File: config.mk
export PLATFORM = sky130hd
export DESIGN_NAME = rtc_write_gate
export DESIGN_NICKNAME = d
export VERILOG_FILES = /design/src/rtl/rtc_wgate_pkg.sv /design/src/rtl/rtc_wgate_keylock.sv /design/src/rtl/rtc_wgate_busy.sv /design/src/rtl/rtc_write_gate.sv
export SDC_FILE = /design/constraint.sdc
export NUM_CORES = 1
export LEC_CHECK = 0
export BUFFER_PORTS_ARGS = -buffer_cell sky130_fd_sc_hd__buf_4
export CAP_MARGIN = 5
export CELL_PAD_IN_SITES_DETAIL_PLACEMENT = 0
export CELL_PAD_IN_SITES_GLOBAL_PLACEMENT = 1
export CORE_MARGIN = 3
export CORE_UTILIZATION = 17
export DETAILED_ROUTE_END_ITERATION = 12
export PLACE_DENSITY_LB_ADDON = 0.1
export SLEW_MARGIN = 5
export SYNTH_ARGS = -nofsm -noshare
export SYNTH_HDL_FRONTEND = slang
export SYNTH_SLANG_ARGS = --single-unit
export TNS_END_PERCENT = 30
File: constraint.sdc
create_clock -name clk -period 1.5 [get_ports clk]
set_clock_uncertainty 0.2 [all_clocks]
set_input_delay 0.075 -clock clk [delete_from_list [all_inputs] [get_ports clk]]
set_output_delay 0.075 -clock clk [all_outputs]
set_load 0.01 [all_outputs]
File: src/rtl/rtc_wgate_pkg.sv
// Package: shared constants and build options for the slow-domain write gate.
// Assumes: the key occupies the low KEY_W bits of a bus write.
package rtc_wgate_pkg;
    localparam int unsigned KEY_W = 16;
    localparam logic [KEY_W-1:0] DEFAULT_KEY = 16'hA55A;

    // Build variant: keyed needs an unlock before each write, ready-only does not.
    typedef enum logic {
        GATE_READY_ONLY = 1'b0,
        GATE_KEYED      = 1'b1
    } gate_mode_e;
endpackage

File: src/rtl/rtc_wgate_keylock.sv
// Module: key register and one-shot lock for the keyed variant.
// Does: decodes writes to the key offset, compares the key, holds the
// unlocked bit until one write has been committed.
// Assumes: commit is never high in the same cycle as a key write.
module rtc_wgate_keylock
    import rtc_wgate_pkg::*;
#(
    parameter int unsigned        ADDR_W     = 6,
    parameter logic [ADDR_W-1:0]  UNLOCK_OFS = 6'h3C,
    parameter logic [KEY_W-1:0]   KEY        = DEFAULT_KEY
) (
    input  logic              clk,
    input  logic              rst_n,
    input  logic              wr_valid,
    input  logic [ADDR_W-1:0] wr_addr,
    input  logic [KEY_W-1:0]  key_data,
    input  logic              commit,
    output logic              key_sel,
    output logic              unlocked
);
    logic key_match;

    // Decode a write aimed at the key register and compare its value.
    always_comb begin
        key_sel   = wr_valid && (wr_addr == UNLOCK_OFS);
        key_match = (key_data == KEY);
    end

    // Lock state: a key write sets or clears it, a committed write consumes it.
    always_ff @(posedge clk) begin
        if (!rst_n) begin
            unlocked <= 1'b0;
        end else if (key_sel) begin
            unlocked <= key_match;
        end else if (commit) begin
            unlocked <= 1'b0;
        end
    end

    assert_key_opens_R2: assert property (@(posedge clk) disable iff (!rst_n)
        (wr_valid && wr_addr == UNLOCK_OFS && key_data == KEY) |=> unlocked);

    assert_bad_key_closes_R3: assert property (@(posedge clk) disable iff (!rst_n)
        (wr_valid && wr_addr == UNLOCK_OFS && key_data != KEY) |=> !unlocked);

    assert_commit_relocks_R5: assert property (@(posedge clk) disable iff (!rst_n)
        commit |=> !unlocked);

    assert_lock_holds_R7: assert property (@(posedge clk) disable iff (!rst_n)
        (!commit && !(wr_valid && wr_addr == UNLOCK_OFS)) |=> $stable(unlocked));
endmodule

File: src/rtl/rtc_wgate_busy.sv
// Module: busy window timer modelling the transfer into the slow domain.
// Does: holds ready low for BUSY_CYC cycles after each committed write.
// Assumes: BUSY_CYC >= 1; commit only arrives while ready is high.
module rtc_wgate_busy #(
    parameter int unsigned BUSY_CYC = 3
) (
    input  logic clk,
    input  logic rst_n,
    input  logic commit,
    output logic ready
);
    localparam int unsigned CNT_W = $clog2(BUSY_CYC + 1);
    localparam logic [CNT_W-1:0] LOAD = CNT_W'(BUSY_CYC);

    logic [CNT_W-1:0] cnt;

    // Count down the remaining busy cycles; reload on each committed write.
    always_ff @(posedge clk) begin
        if (!rst_n) begin
            cnt <= '0;
        end else if (commit) begin
            cnt <= LOAD;
        end else if (cnt != '0) begin
            cnt <= cnt - 1'b1;
        end
    end

    // Ready whenever no transfer is in flight.
    always_comb ready = (cnt == '0);

    assert_commit_when_idle_R4: assert property (@(posedge clk) disable iff (!rst_n)
        commit |-> (cnt == '0));

    assert_busy_needs_commit_R6: assert property (@(posedge clk) disable iff (!rst_n)
        $fell(ready) |-> $past(commit));

    assert_cnt_bound_R6: assert property (@(posedge clk) disable iff (!rst_n)
        cnt <= LOAD);
endmodule

File: src/rtl/rtc_write_gate.sv
// Module: top of the slow-domain write gate.
// Does: forwards a bus write only when the busy timer is idle and, in keyed
// mode, the lock has been opened by a key write. The keyed variant and the
// busy timer are chosen by parameters.
// Assumes: one write per wr_valid cycle; the receiving registers sit downstream.
module rtc_write_gate
    import rtc_wgate_pkg::*;
#(
    parameter int unsigned        ADDR_W     = 6,
    parameter int unsigned        DATA_W     = 32,
    parameter logic [ADDR_W-1:0]  UNLOCK_OFS = 6'h3C,
    parameter logic [KEY_W-1:0]   KEY        = DEFAULT_KEY,
    parameter int unsigned        BUSY_CYC   = 3,
    parameter gate_mode_e         MODE       = GATE_KEYED
) (
    input  logic              clk,
    input  logic              rst_n,
    input  logic              wr_valid,
    input  logic [ADDR_W-1:0] wr_addr,
    input  logic [DATA_W-1:0] wr_data,
    output logic              fwd_we,
    output logic [ADDR_W-1:0] fwd_addr,
    output logic [DATA_W-1:0] fwd_data,
    output logic              wr_ready,
    output logic              wr_unlocked
);
    logic key_sel;
    logic unlocked;
    logic ready;
    logic commit;

    // Lock: the key register in keyed mode, permanently open otherwise.
    generate
        if (MODE == GATE_KEYED) begin : g_keyed
            rtc_wgate_keylock #(
                .ADDR_W     (ADDR_W),
                .UNLOCK_OFS (UNLOCK_OFS),
                .KEY        (KEY)
            ) u_lock (
                .clk      (clk),
                .rst_n    (rst_n),
                .wr_valid (wr_valid),
                .wr_addr  (wr_addr),
                .key_data (wr_data[KEY_W-1:0]),
                .commit   (commit),
                .key_sel  (key_sel),
                .unlocked (unlocked)
            );

            assert_key_not_forwarded_R2: assert property (@(posedge clk) disable iff (!rst_n)
                (wr_valid && wr_addr == UNLOCK_OFS) |-> !fwd_we);
        end else begin : g_open
            assign key_sel  = 1'b0;
            assign unlocked = 1'b1;
        end
    endgenerate

    // Busy window: a timer when transfers take time, always ready otherwise.
    generate
        if (BUSY_CYC > 0) begin : g_busy
            rtc_wgate_busy #(
                .BUSY_CYC (BUSY_CYC)
            ) u_busy (
                .clk    (clk),
                .rst_n  (rst_n),
                .commit (commit),
                .ready  (ready)
            );
        end else begin : g_nobusy
            assign ready = 1'b1;
        end
    endgenerate

    // Gate the strobe: a write is committed only when idle and unlocked.
    always_comb commit = wr_valid && !key_sel && ready && unlocked;

    // Present the forwarded write and the two status bits.
    always_comb begin
        fwd_we      = commit;
        fwd_addr    = wr_addr;
        fwd_data    = wr_data;
        wr_ready    = ready;
        wr_unlocked = unlocked;
    end

    assert_dropped_no_busy_R7: assert property (@(posedge clk) disable iff (!rst_n)
        (wr_valid && !fwd_we && wr_ready) |=> wr_ready);
endmodule

==> results of run 1 <==
## cell usage after synthesis
cell type                  number
sky130_fd_sc_hd__nand2b_1       1
sky130_fd_sc_hd__and2_0         1
sky130_fd_sc_hd__nand2_1        3
sky130_fd_sc_hd__dfxtp_1        3
sky130_fd_sc_hd__or2_2          1
sky130_fd_sc_hd__a311o_1        1
sky130_fd_sc_hd__a21boi_0       1
sky130_fd_sc_hd__buf_4         38
sky130_fd_sc_hd__nor4b_1        1
sky130_fd_sc_hd__inv_1          2
sky130_fd_sc_hd__o21ai_0        1
sky130_fd_sc_hd__o21ba_1        1
sky130_fd_sc_hd__nor4bb_1       2
sky130_fd_sc_hd__nand4b_1       1
sky130_fd_sc_hd__and4b_1        1
sky130_fd_sc_hd__and4bb_4       1
sky130_fd_sc_hd__a31oi_1        1
sky130_fd_sc_hd__a41oi_2        1
sky130_fd_sc_hd__mux2i_1        1
sky130_fd_sc_hd__ha_1           1
sky130_fd_sc_hd__nand3_1        2
sky130_fd_sc_hd__o211ai_1       1
## per-layer routing
layer	global-route usage	up-vias
met2	0.153	51
met4	0.00275	0
met3	0.0468	0
met1	0.0672	258
met5	0	-
li1	-	265
## worst min path at each step
stage	slack, ns	depth (start not counted)	startpoint	endpoint
global route	0.002	4	wr_data[0]	g_keyed.u_lock.unlocked$_SDFFE_PN0P_
floorplan	0.02	2	rst_n	g_busy.u_busy.cnt[1]$_SDFFE_PN0P_
detailed placement	-0.05	0	wr_data[27]	fwd_data[27]
finish	-0.01	4	wr_data[0]	g_keyed.u_lock.unlocked$_SDFFE_PN0P_
global placement	-0.05	0	wr_data[27]	fwd_data[27]
CTS	0.0008	4	wr_data[7]	g_keyed.u_lock.unlocked$_SDFFE_PN0P_
## state kept, by name (all words and copies together), names as in the netlist
signal	cells
g_busy.u_busy.cnt	2
g_keyed.u_lock.unlocked	1
## kinds of logic after synthesis
kind of cell	synth area share
buffers and inverters	0.540
AND/OR/NAND/NOR	0.192
AO/OA/AOI/OAI	0.115
flip-flops	0.111
multiplexers	0.0185
adder cells (fa/ha/maj)	0.0231
## timing repair
item / in CTS / in global routing
hold buffers: 19 / 1
setup endpoints to repair: 1 / 4
buffers inserted: 1 / 1
endpoints found under the hold margin: 18 / 1
pin swaps: 1 / 1
gates resized for setup: 4 / 8
## area by class of cell
type	count	share of cell area
flip-flops and latches	3	0.0649
well taps	42	0.0545
clock buffers	4	0.0273
repair buffers	72	0.621
inverters	2	0.00779
multi-input cells	23	0.225
## power by group through the flow
stage	clock, uW	sequential [uW]	combinational, uW
after floorplan	0	112	245
after global placement	0	113	333
after detailed placement	0	114	333
after CTS	146	116	439
after global routing	161	124	577
final	143	121	523
## placed cells by master (no fill, tap or decap)
cell / synthesis / layout
sky130_fd_sc_hd__nand3_2: 0 / 1
sky130_fd_sc_hd__o21ai_0: 1 / 1
sky130_fd_sc_hd__dlygate4sd3_1: 0 / 20
sky130_fd_sc_hd__clkbuf_1: 0 / 1
sky130_fd_sc_hd__nor4bb_1: 2 / 2
sky130_fd_sc_hd__nor4b_2: 0 / 1
sky130_fd_sc_hd__nand2b_1: 1 / 1
sky130_fd_sc_hd__and4bb_4: 1 / 1
sky130_fd_sc_hd__and4b_1: 1 / 1
sky130_fd_sc_hd__and2_0: 1 / 1
sky130_fd_sc_hd__inv_2: 0 / 2
sky130_fd_sc_hd__a21boi_2: 0 / 1
sky130_fd_sc_hd__buf_6: 0 / 2
sky130_fd_sc_hd__nand4b_1: 1 / 1
sky130_fd_sc_hd__o21ba_1: 1 / 1
sky130_fd_sc_hd__or2_2: 1 / 1
sky130_fd_sc_hd__ha_4: 0 / 1
sky130_fd_sc_hd__buf_4: 38 / 50
sky130_fd_sc_hd__a311o_1: 1 / 1
sky130_fd_sc_hd__o211ai_1: 1 / 1
sky130_fd_sc_hd__nand3_1: 2 / 1
sky130_fd_sc_hd__clkbuf_4: 0 / 3
sky130_fd_sc_hd__mux2i_1: 1 / 1
sky130_fd_sc_hd__dfxtp_2: 0 / 2
sky130_fd_sc_hd__a41oi_2: 1 / 1
sky130_fd_sc_hd__nand2_1: 3 / 3
sky130_fd_sc_hd__a31oi_1: 1 / 1
sky130_fd_sc_hd__dfxtp_1: 3 / 1
## worst max-delay path: stages, from the launching register on
cell and delay (ns):
sky130_fd_sc_hd__dfxtp_2 0.31, sky130_fd_sc_hd__inv_2 0.07, sky130_fd_sc_hd__ha_4 0.14, sky130_fd_sc_hd__buf_6 0.10
sky130_fd_sc_hd__nand3_2 0.07, sky130_fd_sc_hd__a31oi_1 0.16, sky130_fd_sc_hd__buf_4 0.15
## per-stage QoR
stage,hold WS (ns),util,total power [uW]
2_1_floorplan,0.0206,-,357
3_3_place_gp,-0.0499,0.236,447
3_5_place_dp,-0.0499,0.236,447
4_1_cts,0.000825,0.318,702
5_1_grt,0.00183,0.332,862
6_report,-0.0118,0.332,787
==> results summary, run 1 <==
The number of cells on the worst reg-to-reg path is 6. The total half-perimeter wirelength after legalization and detailed placement came out at 1.17 mm. The worst register-to-register path ends at g_busy.u_busy.cnt[1]$_SDFFE_PN0P_.

The number of max-slew violations in the final report is 0. The cell area power density came out at 816 nW/um^2. The largest net degree at the start of global routing came out at 6. The data required time of the critical path came out at 1.22 ns. In this run the tightest slew margin relative to its limit is 0.822. The initial antenna violation count came to 0. The run finished, with violations left. The layout overhead on the synthesized area came out at 77.8%. The number of global-route vias before repair is 535. In this run, placement finished with an instance count of 120. Clock latency on the worst-skew pair, taken at its later pin, is 0.23 ns.

The yosys synthesis warning count came out at 0. Of the total power, registers draw 0.154. The total of buffers placed on input and output ports came out at 49.

The clock slew seen by the registers of the worst setup and hold paths is 0.04 ns. Max-cap violations in this run came to 0. The proportion of netlist area held by the largest area contributor came out at 0.527. The type of origin of the critical path is a register. Of the synthesized area, sequential elements account for 0.111.

Counting the fill cells in the layout gives 319. Dividing the detail-routed via count by the number of cells gives 3.93. Of the cells placed in the final design, the portion with a size suffix greater than 1 is 0.635. The total overflow reported by the global router is 0. The capturing instance or port of the critical path is fwd_we. The met2 wire length came out at 917 um. The routed design could run at a clock period as short as 1.50 ns. In this run the vertical extent of the chip is 62.5 um.

The routed wire length per instance came out at 11.4 um. Setup slack on the critical path of the routed design comes to -0.00182 ns. For this design the total switching power over the nets is 257 uW. The switching power share of the total is 0.327.

At the end of the flow, the number of nets in the layout was 147. The area of placed instances came out at 684 um^2. Setup repair after global routing could not meet its margin everywhere. The last weighted congestion value of the routability-driven placer is 0.618. The share of the cycle needed by the critical path after routing is 1.00. The number of standard cells after synthesis came out at 66. The CTS tree is built. The final routed DRC violation total is 0. The worst supply voltage drop on vdd is 0.000577 V. The routed length on met1 came out at 502 um.

The checks that failed: hold timing, setup timing. The worst setup path is captured at an output port. The worst-path maximum fanout is 3.

The data arrival time of the critical path is 1.23 ns. The relative contribution of the clock network to total power came out at 0.182. By area the synthesized netlist is led by sky130_fd_sc_hd__buf_4 53%, sky130_fd_sc_hd__dfxtp_1 11%, sky130_fd_sc_hd__nor4bb_1 3.7%.

For this block, the via count after detailed routing is 574. Prior to clock tree synthesis, the placed netlist has a worst setup slack of 0.0772 ns. The startpoint identified for the worst register-to-register timing path is g_busy.u_busy.cnt[0]$_SDFFE_PN0P_. The number of top-level design ports came out at 82. The wire length of the first global-routing pass came out at 2.44 mm.

The length of the first detailed-routing pass in iterations came out at 2. The static leakage came out at 0.000444 uW. The floorplan die width came out at 62.5 um. For the final routed database, the setup TNS stands at -0.00182 ns. The final worst hold slack is -0.0118 ns. The part of the total power dissipated in combinational logic came out at 0.664.

The worst hold path belongs to the class input pin to register. The summed area of non-filler cells in the final layout is 963 um^2. The achievable frequency is 666 MHz. 0 antenna diodes ended up in the layout. The hold violation total from the final report is 1.

The minimum setup slack among reg-to-reg paths is 0.04 ns. The critical path class is register to output port. The setup violation total in the final timing report is 1. In this run the worst setup path begins at g_busy.u_busy.cnt[0]$_SDFFE_PN0P_.

The synthesized netlist contains 22 unique library cells. The internal portion of total power came out at 530 uW. The area of the multi-input gates is 216 um^2. Wires add up to 1.66 mm.

The violation count after the first detailed-routing iteration came out at 1. The synthesized area came out at 542 um^2. The count of non-filler cells in the finished layout came out at 146. The number of CTS-inserted buffers came out at 3.

The area of the core is 2900 um^2. The total die area is 3900 um^2. The post-synthesis sequential element count came out at 3. CTS placed an instance of sky130_fd_sc_hd__clkbuf_4 at the clock tree root.

The synthesized netlist net count came out at 108. The count of nets left with antenna violations once routing finished came out at 0. The starting density of the core came out at 0.187. For the pin with the worst max-slew slack, the measured transition is 0.263 ns. The maximum number of buffers from clock root to sink came out at 2. The sequential cell area is 62.6 um^2. Across every metal layer, demand over resource in global routing totals 0.0765.

The met3 routed wirelength came out at 242 um. The biggest area contributor in the post-synthesis netlist is sky130_fd_sc_hd__buf_4. CTS built an H-tree with a depth of 1. The average instance area after synthesis is 8.21 um^2. The CTS sink count came out at 3. Row generation in the floorplan step produced 19 rows.

The uppermost metal layer occupied by signal nets is met3.
(Power assumes the default switching activity.)
==> inputs of run 2 (changes only) <==
--- a/config.mk
+++ b/config.mk
@@ -9,10 +9,11 @@
 export CAP_MARGIN = 5
 export CELL_PAD_IN_SITES_DETAIL_PLACEMENT = 0
 export CELL_PAD_IN_SITES_GLOBAL_PLACEMENT = 1
-export CORE_MARGIN = 3
+export CORE_MARGIN = 8
 export CORE_UTILIZATION = 17
 export DETAILED_ROUTE_END_ITERATION = 12
 export PLACE_DENSITY_LB_ADDON = 0.1
+export SETUP_SLACK_MARGIN = 0.05
 export SLEW_MARGIN = 5
 export SYNTH_ARGS = -nofsm -noshare
 export SYNTH_HDL_FRONTEND = slang
==> run 2 against run 1 <==
Against the previous run: the flow now finishes without violations; power is 7.5% lower; cell area down 3.6%; sequential cell count unchanged; die area rose by 35%; global-route usage down 1.1 points; non-clock buffer count shrank 3; sequential power barely moved; wire length increased by 17%; fmax grew 3.2%; utilization is 2.8 points lower; largest cell class unchanged.
==> results summary, run 2 (synthesis results as in run 1) <==
The run finished with clean final reports. The number of max-slew violations in the final report came out at 0. After the first detailed-routing iteration, the DRC count stood at 3. Summed over all layers, the routed wires come to 1.94 mm. The depth of the CTS H-tree is 1. The worst setup path startpoint is g_busy.u_busy.cnt[1]$_SDFFE_PN0P_.

Dividing the final minimum period by the clock period gives 0.970. The length of the first detailed-routing pass in iterations is 2. The signal on the critical path passes through inv_2 -> ha_4 -> buf_6 -> nand3_2 -> a31oi_1 -> buf_4. Across the run, the number of max-cap violations was 0. The clock tree root driver cell is sky130_fd_sc_hd__clkbuf_4. For this configuration, the core starts out at a cell density of 0.177.

The instance count on the critical path came out at 6. For this design the ratio of total power to cell area is 784 nW/um^2. Grouping stages by cell kind, the critical path spends the most delay in flip-flops.

On the critical path, the stage with the largest delay is an instance of sky130_fd_sc_hd__dfxtp_2. The initial antenna violation count is 0. The overall via count from detail_route came out at 533. The launching point of the worst reg2reg path is g_busy.u_busy.cnt[1]$_SDFFE_PN0P_. Counting flops per register, the top entry is g_busy.u_busy.cnt. Counting the buffers created by CTS gives 3. The data arrival time of the critical path came out at 1.18 ns. The largest registers in the layout are g_busy.u_busy.cnt x2, g_keyed.u_lock.unlocked x1. Static timing analysis puts the maximum clock frequency at 687 MHz. The residual antenna-violating net count after detailed routing came out at 0. In this run the critical register-to-register path is captured at g_busy.u_busy.cnt[1]$_SDFFE_PN0P_. The total half-perimeter wirelength after legalization and detailed placement is 1.50 mm. The number of top-level design ports came out at 82. The global-route usage over all layers is 0.0656. The CTS sink count came out at 3.

The overall die height came out at 72.5 um. The worst setup path is captured at an output port. The summed area of non-filler cells in the final layout is 928 um^2.

On the final layout, the worst hold slack is 0.000789 ns. Setup violations remaining at the end of the flow were counted as 0. The number of buffer and inverter instances along the worst setup path is 3. Measured on the finished design, the core utilization comes to 0.304. The total number of placement rows came out at 20. The worst-path maximum fanout is 2.

For this run, design rule violations remaining after detail routing come to 0. The hold violation total from the final report is 0. Dividing the detail-routed wire length by the instance count gives 13.4 um. For this run, the slowest stage of the critical path takes 0.31 ns. The pin slew with the least headroom to its limit came out at 0.326 ns. In the routed layout, each cell is associated on average with a via count of 3.68. The total of buffers placed on input and output ports came out at 49.

In this run the deepest clock path goes through 2 buffers. The layout cell share with drive strength beyond 1 is 0.624. The relative max-transition margin is 0.780. Setup repair after global routing could not meet its margin everywhere.

Routability-driven placement finished with a final weighted congestion of 0.691. The number of flip-flops under the largest register name is 2. The minimum setup slack among reg-to-reg paths came out at 0.09 ns. The number of filler instances in the final layout came out at 348.

The layout overhead on the synthesized area is 71.4%. The later-pin clock latency in the skew report is 0.23 ns. The startpoint identified for the worst hold timing path is wr_data[9]. The type of origin of the critical path is a register.

The worst hold path belongs to the class input pin to register. The total die area came out at 5250 um^2. The number of antenna repair diodes came out at 0. The clock period minus final worst setup slack came out at 1.45 ns.

The most critical setup path has its endpoint at fwd_we. The worst supply voltage drop on vdd is 0.000501 V. The region available for standard cell placement spans 3050 um^2.

At the end of the flow, the number of nets in the layout was 144. Summed over all cells, the static leakage comes to 0.000429 uW. The count of cells along the worst register-to-register path came out at 6.

After clock tree synthesis, the clock-pin slew on the worst setup and hold paths is 0.04 ns. The number of placed instances, taps included came out at 122. The finished layout holds 145 standard cells, fillers aside. The floorplan die width is 72.5 um. The data required time of the critical path came out at 1.22 ns. The area of placed instances is 687 um^2. The total overflow reported by the global router is 0. The first global-routing pass estimated 2.78 mm of wire. Leaving out fill and tap cells, the most frequent cell in the layout is sky130_fd_sc_hd__buf_4. The critical path in this run is classified as register to output port. The number of global-route vias before repair is 592.

Entering global routing, the biggest net connects 6 pins. TritonCTS built the clock tree. Leaving out fill and tap cells, the most frequent cells in the layout are 49 x sky130_fd_sc_hd__buf_4, 18 x sky130_fd_sc_hd__dlygate4sd3_1, 3 x sky130_fd_sc_hd__nand2_1, 3 x sky130_fd_sc_hd__clkbuf_4.

The total negative slack for setup checks is 0 ns.
-- run 2: cell types whose count changed in the layout (fill, tap and decap cells not counted) --
| cell | previous run | this run |
|---|---|---|
| sky130_fd_sc_hd__a21boi_0 | 0 | 1 |
| sky130_fd_sc_hd__a21boi_2 | 1 | 0 |
| sky130_fd_sc_hd__buf_4 | 50 | 49 |
| sky130_fd_sc_hd__dlygate4sd3_1 | 20 | 18 |
| sky130_fd_sc_hd__nor4b_1 | 0 | 1 |
| sky130_fd_sc_hd__nor4b_2 | 1 | 0 |
-- run 2: where the power goes --
| part | switching, uW | internal, uW |
|---|---|---|
| Sequential | 13.2 | 108 |
| Clock | 40.7 | 99.6 |
| Combinational | 187 | 279 |
-- run 2: final cells by class --
type	count	area, um^2	share of cell area
repair buffers	69	571	0.615
inverters	2	7.51	0.00809
clock buffers	4	26.3	0.0283
multi-input cells	23	206	0.222
flip-flops and latches	3	62.6	0.0674
well taps	44	55.1	0.0593
-- run 2: how the worst min path moves through the flow --
stage	to	slack, ns	depth (start not counted)
after floorplan	g_busy.u_busy.cnt[1]$_SDFFE_PN0P_	0.02	2
after global placement	fwd_data[19]	-0.05	0
after detailed placement	fwd_data[19]	-0.05	0
after CTS	g_keyed.u_lock.unlocked$_SDFFE_PN0P_	0.0007	4
after global routing	g_keyed.u_lock.unlocked$_SDFFE_PN0P_	0.02	4
final	g_keyed.u_lock.unlocked$_SDFFE_PN0P_	0.0008	4
-- run 2: repair_timing --
item / 4_1_cts / 5_1_grt
endpoints found under the hold margin: 18 / 0
hold buffers: 18 / 0
pin swaps: 1 / 1
gates cloned: 0 / 0
resized for setup: 8 / 1
setup endpoints to repair: 1 / 5
buffers inserted: 1 / 0
-- run 2: layer usage --
metal,vias up,GRT usage,share of wire
li1,257,-,-
met3,0,0.0413,0.17
met4,0,0.0267,0
met5,-,0,0
met1,231,0.0518,0.29
met2,45,0.124,0.53
-- run 2: worst reg2reg max path: stages, from the launching register on --
cell,delay (ns)
sky130_fd_sc_hd__dfxtp_2,0.32
sky130_fd_sc_hd__inv_2,0.04
sky130_fd_sc_hd__ha_4,0.15
sky130_fd_sc_hd__buf_6,0.11
sky130_fd_sc_hd__buf_4,0.14
sky130_fd_sc_hd__a41oi_2,0.17
sky130_fd_sc_hd__mux2i_1,0.20
-- run 2: through the flow --
step                setup slack (ns)  total power [uW]
detailed placement             0.107               452
global placement               0.145               453
CTS                           0.0231               728
finish                        0.0452               728
floorplan                     0.0749               357
global route                 -0.0424               790
